File: src/rtl/irq_vec_pkg.sv
package irq_vec_pkg;
    typedef enum logic [1:0] {
        VEC_EXT = 2'd0,
        VEC_TOV = 2'd1,
        VEC_TCK = 2'd2,
        VEC_PER = 2'd3
    } vec_sel_e;

    localparam int unsigned REG_ADDR_W = 3;
    localparam int unsigned REG_DATA_W = 8;
    localparam int unsigned N_VEC      = 4;

    localparam logic [REG_ADDR_W-1:0] A_CTRL = 3'd0;
    localparam logic [REG_ADDR_W-1:0] A_STAT = 3'd1;
    localparam logic [REG_ADDR_W-1:0] A_FLGA = 3'd2;
    localparam logic [REG_ADDR_W-1:0] A_ENA  = 3'd3;
    localparam logic [REG_ADDR_W-1:0] A_FLGB = 3'd4;
    localparam logic [REG_ADDR_W-1:0] A_ENB  = 3'd5;
endpackage

File: src/rtl/irq_flag_bank.sv
module irq_flag_bank #(
    parameter int unsigned W = 8
) (
    input  logic         clk,
    input  logic         rst_n,
    input  logic [W-1:0] set_i,
    input  logic         flag_wr_i,
    input  logic         en_wr_i,
    input  logic [W-1:0] wdata_i,
    output logic [W-1:0] flag_o,
    output logic [W-1:0] en_o,
    output logic         hit_o
);
    typedef struct packed {
        logic [W-1:0] flag;
        logic [W-1:0] en;
    } bank_t;

    bank_t bank_d, bank_q;

    always_comb begin
        bank_d = bank_q;
        if (flag_wr_i) bank_d.flag = wdata_i;
        if (en_wr_i)   bank_d.en   = wdata_i;
        // a hardware event overrides any clearing write in the same cycle
        bank_d.flag = bank_d.flag | set_i;
    end

    always_ff @(posedge clk or negedge rst_n) begin
        if (!rst_n) bank_q <= '0;
        else        bank_q <= bank_d;
    end

    assign flag_o = bank_q.flag;
    assign en_o   = bank_q.en;
    assign hit_o  = |(bank_q.flag & bank_q.en);

    // an event pulse always leaves its flag set
    p_set_wins_r8: assert property (@(posedge clk) disable iff (!rst_n)
        (set_i != '0) |=> ((flag_o & $past(set_i)) == $past(set_i)));

    // without a software write no flag is ever cleared here
    p_no_hw_clear_r7: assert property (@(posedge clk) disable iff (!rst_n)
        !flag_wr_i |=> (($past(flag_o) & ~flag_o) == '0));
endmodule

File: src/rtl/irq_prio_sel.sv
module irq_prio_sel
    import irq_vec_pkg::*;
#(
    parameter int unsigned ADDR_W   = 16,
    parameter int unsigned VEC_BASE = 8,
    parameter int unsigned VEC_STEP = 8
) (
    input  logic [N_VEC-1:0]  qual_i,
    output vec_sel_e          sel_o,
    output logic [ADDR_W-1:0] addr_o
);
    always_comb begin
        sel_o = VEC_PER;
        for (int i = N_VEC - 1; i >= 0; i--) begin
            if (qual_i[i]) sel_o = vec_sel_e'(i);
        end
    end

    assign addr_o = ADDR_W'(VEC_BASE + 32'(sel_o) * VEC_STEP);
endmodule

File: src/rtl/irq_vector_ctrl.sv
module irq_vector_ctrl
    import irq_vec_pkg::*;
#(
    parameter int unsigned GRP_A_W  = 8,
    parameter int unsigned GRP_B_W  = 6,
    parameter int unsigned ADDR_W   = 16,
    parameter int unsigned VEC_BASE = 8,
    parameter int unsigned VEC_STEP = 8
) (
    input  logic                       clk,
    input  logic                       rst_n,
    input  logic                       ext_set,
    input  logic                       tov_set,
    input  logic                       tclk_set,
    input  logic [GRP_A_W+GRP_B_W-1:0] per_set,
    input  logic                       reg_wr,
    input  logic [REG_ADDR_W-1:0]      reg_addr,
    input  logic [REG_DATA_W-1:0]      reg_wdata,
    output logic [REG_DATA_W-1:0]      reg_rdata,
    input  logic                       irq_ack,
    input  logic                       irq_ret,
    output logic                       irq_req,
    output logic [ADDR_W-1:0]          vec_addr,
    output logic                       wake
);
    localparam int unsigned PER_W = GRP_A_W + GRP_B_W;
    localparam int unsigned N_DED = N_VEC - 1;

    typedef struct packed {
        logic [N_VEC-1:0]  en;     // ext, tov, tclk, peripheral
        logic [N_DED-1:0]  dflag;  // ext, tov, tclk
        logic              gdis;
        logic              req;
        logic [ADDR_W-1:0] vec;
    } ctl_t;

    ctl_t ctl_d, ctl_q;

    logic [GRP_A_W-1:0] flg_a, en_a;
    logic [GRP_B_W-1:0] flg_b, en_b;
    logic               hit_a, hit_b, per_pend;
    logic [N_VEC-1:0]   qual;
    vec_sel_e           sel;
    logic [ADDR_W-1:0]  sel_addr;
    logic               wr_ctrl, wr_stat;

    irq_flag_bank #(.W(GRP_A_W)) i_bank_a (
        .clk      (clk),
        .rst_n    (rst_n),
        .set_i    (per_set[GRP_A_W-1:0]),
        .flag_wr_i(reg_wr && reg_addr == A_FLGA),
        .en_wr_i  (reg_wr && reg_addr == A_ENA),
        .wdata_i  (reg_wdata[GRP_A_W-1:0]),
        .flag_o   (flg_a),
        .en_o     (en_a),
        .hit_o    (hit_a)
    );

    irq_flag_bank #(.W(GRP_B_W)) i_bank_b (
        .clk      (clk),
        .rst_n    (rst_n),
        .set_i    (per_set[PER_W-1:GRP_A_W]),
        .flag_wr_i(reg_wr && reg_addr == A_FLGB),
        .en_wr_i  (reg_wr && reg_addr == A_ENB),
        .wdata_i  (reg_wdata[GRP_B_W-1:0]),
        .flag_o   (flg_b),
        .en_o     (en_b),
        .hit_o    (hit_b)
    );

    assign per_pend = hit_a | hit_b;
    assign qual     = {per_pend & ctl_q.en[3], ctl_q.dflag & ctl_q.en[N_DED-1:0]};

    irq_prio_sel #(
        .ADDR_W  (ADDR_W),
        .VEC_BASE(VEC_BASE),
        .VEC_STEP(VEC_STEP)
    ) i_prio (
        .qual_i(qual),
        .sel_o (sel),
        .addr_o(sel_addr)
    );

    assign wr_ctrl = reg_wr && reg_addr == A_CTRL;
    assign wr_stat = reg_wr && reg_addr == A_STAT;

    always_comb begin
        ctl_d = ctl_q;
        if (wr_ctrl) begin
            ctl_d.en   = reg_wdata[N_VEC-1:0];
            ctl_d.gdis = reg_wdata[4];
        end
        if (wr_stat) ctl_d.dflag = reg_wdata[N_DED-1:0];
        if (irq_ret) ctl_d.gdis = 1'b0;
        if (irq_ack) begin
            ctl_d.gdis = 1'b1;
            ctl_d.vec  = sel_addr;
            if (sel != VEC_PER) ctl_d.dflag[sel] = 1'b0;
        end
        ctl_d.dflag = ctl_d.dflag | {tclk_set, tov_set, ext_set};
        ctl_d.req   = (|qual) & ~ctl_q.gdis & ~irq_ack;
    end

    always_ff @(posedge clk or negedge rst_n) begin
        if (!rst_n) begin
            ctl_q      <= '0;
            ctl_q.gdis <= 1'b1;
        end else begin
            ctl_q <= ctl_d;
        end
    end

    always_comb begin
        reg_rdata = '0;
        case (reg_addr)
            A_CTRL: reg_rdata[4:0]         = {ctl_q.gdis, ctl_q.en};
            A_STAT: reg_rdata[3:0]         = {per_pend, ctl_q.dflag};
            A_FLGA: reg_rdata[GRP_A_W-1:0] = flg_a;
            A_ENA:  reg_rdata[GRP_A_W-1:0] = en_a;
            A_FLGB: reg_rdata[GRP_B_W-1:0] = flg_b;
            A_ENB:  reg_rdata[GRP_B_W-1:0] = en_b;
            default: reg_rdata = '0;
        endcase
    end

    assign irq_req  = ctl_q.req;
    assign vec_addr = ctl_q.vec;
    assign wake     = |qual;

    // acceptance blocks further interrupts on the next cycle
    p_ack_disables_r5: assert property (@(posedge clk) disable iff (!rst_n)
        irq_ack |=> (ctl_q.gdis && !irq_req));

    // a return without acknowledge re-enables interrupts
    p_ret_enables_r9: assert property (@(posedge clk) disable iff (!rst_n)
        (irq_ret && !irq_ack) |=> !ctl_q.gdis);

    // a request only follows an enabled, unacknowledged cycle
    p_req_gated_r4: assert property (@(posedge clk) disable iff (!rst_n)
        irq_req |-> (!$past(ctl_q.gdis) && !$past(irq_ack)));

    // taking the external vector drops its flag unless re-set
    p_ext_autoclr_r7: assert property (@(posedge clk) disable iff (!rst_n)
        (irq_ack && sel == VEC_EXT && !ext_set && !wr_stat) |=> !ctl_q.dflag[0]);
endmodule

File: config.mk
export PLATFORM = sky130hd
export DESIGN_NAME = irq_vector_ctrl
export DESIGN_NICKNAME = d
export VERILOG_FILES = /design/src/rtl/irq_vec_pkg.sv /design/src/rtl/irq_flag_bank.sv /design/src/rtl/irq_prio_sel.sv /design/src/rtl/irq_vector_ctrl.sv
export SDC_FILE = /design/constraint.sdc
export NUM_CORES = 1
export LEC_CHECK = 0
export BUFFER_PORTS_ARGS = -buffer_cell sky130_fd_sc_hd__buf_2
export CORE_MARGIN = 4
export CORE_UTILIZATION = 45
export CTS_BUF_LIST = sky130_fd_sc_hd__clkbuf_8
export CTS_CLUSTER_SIZE = 10
export DETAILED_ROUTE_END_ITERATION = 8
export PLACE_DENSITY = 0.72
export SLEW_MARGIN = 30
export SYNTH_ARGS = -nofsm -noshare
export SYNTH_HDL_FRONTEND = slang
export SYNTH_SLANG_ARGS = --single-unit
export TNS_END_PERCENT = 5
File: constraint.sdc
create_clock -name clk -period 1.6 [get_ports clk]
set_clock_uncertainty 0.1 [all_clocks]
set_input_delay 0.16 -clock clk [delete_from_list [all_inputs] [get_ports clk]]
set_output_delay 0.16 -clock clk [all_outputs]
set_load 0.005 [all_outputs]
Word level (Yosys, flattened, before mapping) --
Cells that the tools add are included.
Cells by class: add/subtract/negate cells 1, $mul 0, divide/modulo/power cells 0, magnitude comparators 2, eq/ne operators 6, shifts and indexed selects 0, mux-type cells 16, bitwise logic cells 14, reductions and logical operators 12
Operators by type and width (count):
- $pmux W4 S6 | 1
- $and A8 B8 Y8 | 1
- $mux W8 | 1
- $or A8 B8 Y8 | 1
- $reduce_or A8 Y1 | 1
- $logic_and A1 B1 Y1 | 7
- $add A4 B5 Y6 const A | 1
- $and A3 B3 Y3 | 2
- $and A6 B6 Y6 | 1
- $eq A3 B2 Y1 const B | 2
- $eq A3 B3 Y1 const B | 2
- $mux W3 | 2
- $mux W6 | 1
- $or A6 B6 Y6 | 1
- $reduce_or A6 Y1 | 1
- $pmux W1 S5 | 1
- $mux W1 | 4
- $mux W2 | 2
- $mux W4 | 1
- $pmux W1 S4 | 1
- $pmux W2 S2 | 1
- $reduce_or A4 Y1 | 1
- $and A1 B1 Y1 | 3
- $eq A3 B1 Y1 const B | 1
- other kinds (10) | 11
Word-level totals: bits in registers 53, latch bits 0, memory bits (writable) 0, ROM bits 0, input port bits 33, output and inout port bits 26, logic and storage cells 60, memories kept 0

Logic depth before layout (Yosys ltp) --
word-level depth 13, depth in mapped cells 6, mapped depth without buffers 4

Hierarchy --
Synthesis repeated with hierarchy kept, for this count alone.
Unflattened totals: cells, all modules 247, area total of the unflattened synthesis 2882.8 um^2
Modules (own cells, without submodules):
- irq_vector_ctrl | instances 1, cells an instance 143, area an instance 1557.7 um^2, seq. area each 626.9 um^2
- irq_flag_bank at i_bank_a | instances 1, cells an instance 47, area an instance 670.6 um^2, seq. area each 400.4 um^2
- irq_flag_bank at i_bank_b | instances 1, cells an instance 36, area an instance 520.5 um^2, seq. area each 300.3 um^2
- irq_prio_sel | instances 1, cells an instance 21, area an instance 133.9 um^2, seq. area each 0.0 um^2

Least setup slack after synthesis --
Ideal clock, no wire load.
kind input to register, from in reg_addr[0], to reg i_bank_b.bank_q (netlist bit i_bank_b.flag_o[0]), library setup time 124 ps, arrival time 1089 ps, required time 1376 ps, slack 287 ps, cell stages on the path 4, path buffers 1, path through buf_2 -> nor3b_4 -> nand2_1 -> a211o_1
RTL lines:
- start: declaration | RTL line irq_vector_ctrl.sv:17 | input logic [REG_ADDR_W-1:0] reg_addr,
- end signal: assignment | RTL line irq_flag_bank.sv:31 | else bank_q <= bank_d;
- end: declaration | RTL line irq_flag_bank.sv:19 | bank_t bank_d, bank_q;

Final worst setup path --
from reg i_bank_b.bank_q (netlist bit i_bank_b.flag_o[5]), to out reg_rdata[3]
Between the ends: cells in the longest elaborated chain, start to end 4
Ends and longest elaborated chain:
- $and A6 B6 Y6 | RTL line irq_flag_bank.sv:36 | assign hit_o = |(bank_q.flag & bank_q.en);
- $reduce_or A6 Y1 | RTL line irq_flag_bank.sv:36
- $or A1 B1 Y1 | RTL line irq_vector_ctrl.sv:71 | assign per_pend = hit_a | hit_b;
- $pmux W4 S6 | RTL line irq_vector_ctrl.sv:115 | case (reg_addr)
- end: declaration | RTL line irq_vector_ctrl.sv:19 | output logic [REG_DATA_W-1:0] reg_rdata,
Every way passes these cells.

==> flow_summary.json <==
{
  "synth_warnings": 0,
  "critical_path.endpoint": "reg_rdata[3]",
  "hold_class": "in2reg",
  "drt-total-wl_um": 5702,
  "setup_viol": 7,
  "async_reset_ff_share_pct": 100.0,
  "start_kind": "flip-flop",
  "place_hpwl_um": 3968,
  "cts_buffers": 5,
  "synth_top_area_share_pct": 44.52,
  "io_pins": 59,
  "relSlewSlack_pct": 58.66,
  "path_class": "reg2out",
  "max_freq_ghz": 0.5661,
  "powerDensity_nw_per_um2": 915.7,
  "ir_drop_mv": 0.5458,
  "insertion_delay_ns": 0.29,
  "cp.arrival_ns": 1.51,
  "hold_viol": 0,
  "reg2reg_from": "ctl_q[21]$_DFFE_PN0P_",
  "gp_congestion": 0.8146,
  "grt.overflow.total": 0,
  "antenna_found_initial": 0,
  "portBuffers": 45,
  "vias": 1828,
  "p_leak_nw": 1.330,
  "final_max_slew_viol_count": 0,
  "vias_per_cell": 5.208,
  "synth_area_um2": 2192,
  "path_clk_slew_ns": 0.08,
  "syn_area_per_cell_um2": 10.96,
  "hp-start": "reg_wdata[5]",
  "fin_crit_sh_pct": 110.4,
  "status": "finished with violations",
  "clock_sinks": 40,
  "synth_cells": 200,
  "rsz0062_at_grt": "true",
  "crit_start": "i_bank_b.flag_o[5]$_DFF_PN0_",
  "die_area_um2": 6052,
  "antenna_cells": 0,
  "layout_commonest_cell": "buf_2",
  "fp.coreArea_um2": 4723,
  "grt_pass1_wl_um": 9328,
  "core.rowCount": 25,
  "yosys.area.top_type": "dfrtp_1",
  "ff2ff_setup_slack_ns": 0.23,
  "area_delta_synth_final_pct": 32.36,
  "first_pass_iters": 4,
  "die_w_um": 77.80,
  "cts_root_buf": "clkbuf_8",
  "worst_pin_slew_ns": 0.6201,
  "fin_crit_ns": 1.766,
  "synth.area.top_cells": "dfrtp_1, mux2_2, mux2i_1",
  "route.detailed.drc": 0,
  "dieHeight_um": 77.80,
  "cp.required_ns": 1.34,
  "wl_per_cell_um": 16.25,
  "seq_area_um2": 1002,
  "first_iter_violations": 155,
  "worstRegToRegCells": 4,
  "end_kind": "output port",
  "place_area_um2": 2496,
  "ys.flop_type": "dfrtp_1",
  "ys_seq_area_share_pct": 45.72,
  "r2r-end": "irq_req$_DFF_PN0_",
  "cts_max_path_buffers": 2,
  "cap_violations": 0,
  "ys_ff_latch": 40,
  "grt_use_total_pct": 19.66,
  "postRouteAntennaNets": 0,
  "cts_tree": "done",
  "grt_pass1_vias": 1881,
  "drive_gt1_share_pct": 38.38,
  "synth_cell_type_count": 33,
  "final_cell_mix": "buf_2, dfrtp_1, dlygate4sd3_1, buf_4, mux2_2",
  "setup_tns_ns": -0.5602,
  "synth_edf_count": 0,
  "grt_start_max_net_pins": 41,
  "final_area_um2": 2902,
  "htree_num_levels": 2,
  "multi_input_area_um2": 1115,
  "start_util_pct": 46.41,
  "layout.nets": 316,
  "setup_ws_ns": -0.1663,
  "fillers": 413,
  "violations": "setup timing",
  "path_max_fanout": 3
}
==> cell type report <==
cell class | count | area share (%)
Multi-Input combinational cell | 145 | 38.42
Sequential cell | 40 | 34.54
Timing Repair Buffer | 87 | 20.44
Tap cell | 67 | 2.889
Clock buffer | 6 | 2.846
Inverter | 4 | 0.5175
Clock inverter | 2 | 0.3450
==> through the flow <==
| stage | hold slack [ns] | cells | utilization, % | setup slack [ns] | power, mW |
|---|---|---|---|---|---|
| 6_report | 0.02924 | 351 | 61.43 | -0.1663 | 2.657 |
| 5_1_grt | 0.01834 | 351 | 61.43 | -0.2526 | 2.808 |
| 4_1_cts | 0.01683 | 348 | 60.42 | -0.1734 | 2.646 |
| 3_5_place_dp | 0.1532 | 316 | 52.85 | -0.04163 | 1.871 |
| 3_3_place_gp | 0.1523 | 316 | 52.85 | 0.04096 | 1.851 |
| 2_1_floorplan | -0.2356 | 212 | - | 0.2868 | 1.673 |
==> cell usage after synthesis, types with 2 or more instances <==
library cell  number
o221ai_1           3
o21ai_0            3
nor2b_1            9
mux2_2            21
and3_1             9
buf_2              4
a22oi_1            8
o21bai_1           2
a211o_1           14
a31oi_1            3
nor3b_4            2
o41ai_1            2
inv_1              4
nor2_1             8
mux2i_1           13
nand3_1            8
o22ai_1            2
a21oi_1            2
buf_4             17
a21o_1             2
dfrtp_1           39
nand2_1           14
==> report_power, final <==
group	switching (mW)	leakage [nW]	internal [mW]
combinational	0.300	0.847	0.369
clock	0.356	0.0510	0.344
sequential	0.127	0.433	1.16
total	0.783	1.33	1.87
==> flip-flops by register name (all words and copies together), names as in the netlist <==
name	flops
i_bank_b.en_o	6
ctl_q	8
vec_addr	3
irq_req	1
i_bank_a.flag_o	8
i_bank_b.flag_o	6
i_bank_a.en_o	8
==> per-layer routing <==
metal / part of all wire, % / vias to the layer above / wire length, um / global-route usage, %
li1: - / 872 / - / -
met1: 42 / 874 / 2406 / 24.96
met2: 49 / 68 / 2818 / 32.96
met3: 6.3 / 14 / 357 / 4.176
met4: 2.1 / 0 / 120 / 6.940
met5: 0 / - / 0 / 0
==> what timing repair did <==
| item | 4_1_cts | 5_1_grt |
|---|---|---|
| setup endpoints to repair | 6 | 7 |
| gates cloned | 0 | 0 |
| endpoints found under the hold margin | 57 | 0 |
| pin swaps | 5 | 2 |
| buffers inserted | 3 | 3 |
| hold buffers | 21 | 0 |
| resized for setup | 7 | 4 |
==> worst min path at each step <==
| stage | to | cells past startpoint | slack, ns |
|---|---|---|---|
| global placement | i_bank_a.flag_o[6]$_DFF_PN0_ | 2 | 0.15 |
| CTS | i_bank_a.flag_o[5]$_DFF_PN0_ | 2 | 0.02 |
| global route | i_bank_a.flag_o[5]$_DFF_PN0_ | 2 | 0.02 |
| detailed placement | i_bank_a.flag_o[6]$_DFF_PN0_ | 2 | 0.15 |
| finish | i_bank_a.flag_o[5]$_DFF_PN0_ | 2 | 0.03 |
| floorplan | ctl_q[18]$_DFF_PN0_ | 0 | -0.24 |
==> cell families after synthesis <==
group,after synthesis,synth area share [%]
compound gates,43,15.13
buf+inv,27,8.105
flops,40,45.72
mux,34,16.72
other cells,1,0.1711
simple gates,55,14.16
==> worst max-delay path, stage by stage, from the launching register on <==
cell     delay, ns
dfrtp_1       0.39
a22oi_1       0.18
nand2_1       0.11
nor3_2        0.17
buf_4         0.16
o41ai_4       0.06
buf_2         0.14
(Power assumes the default switching activity.)
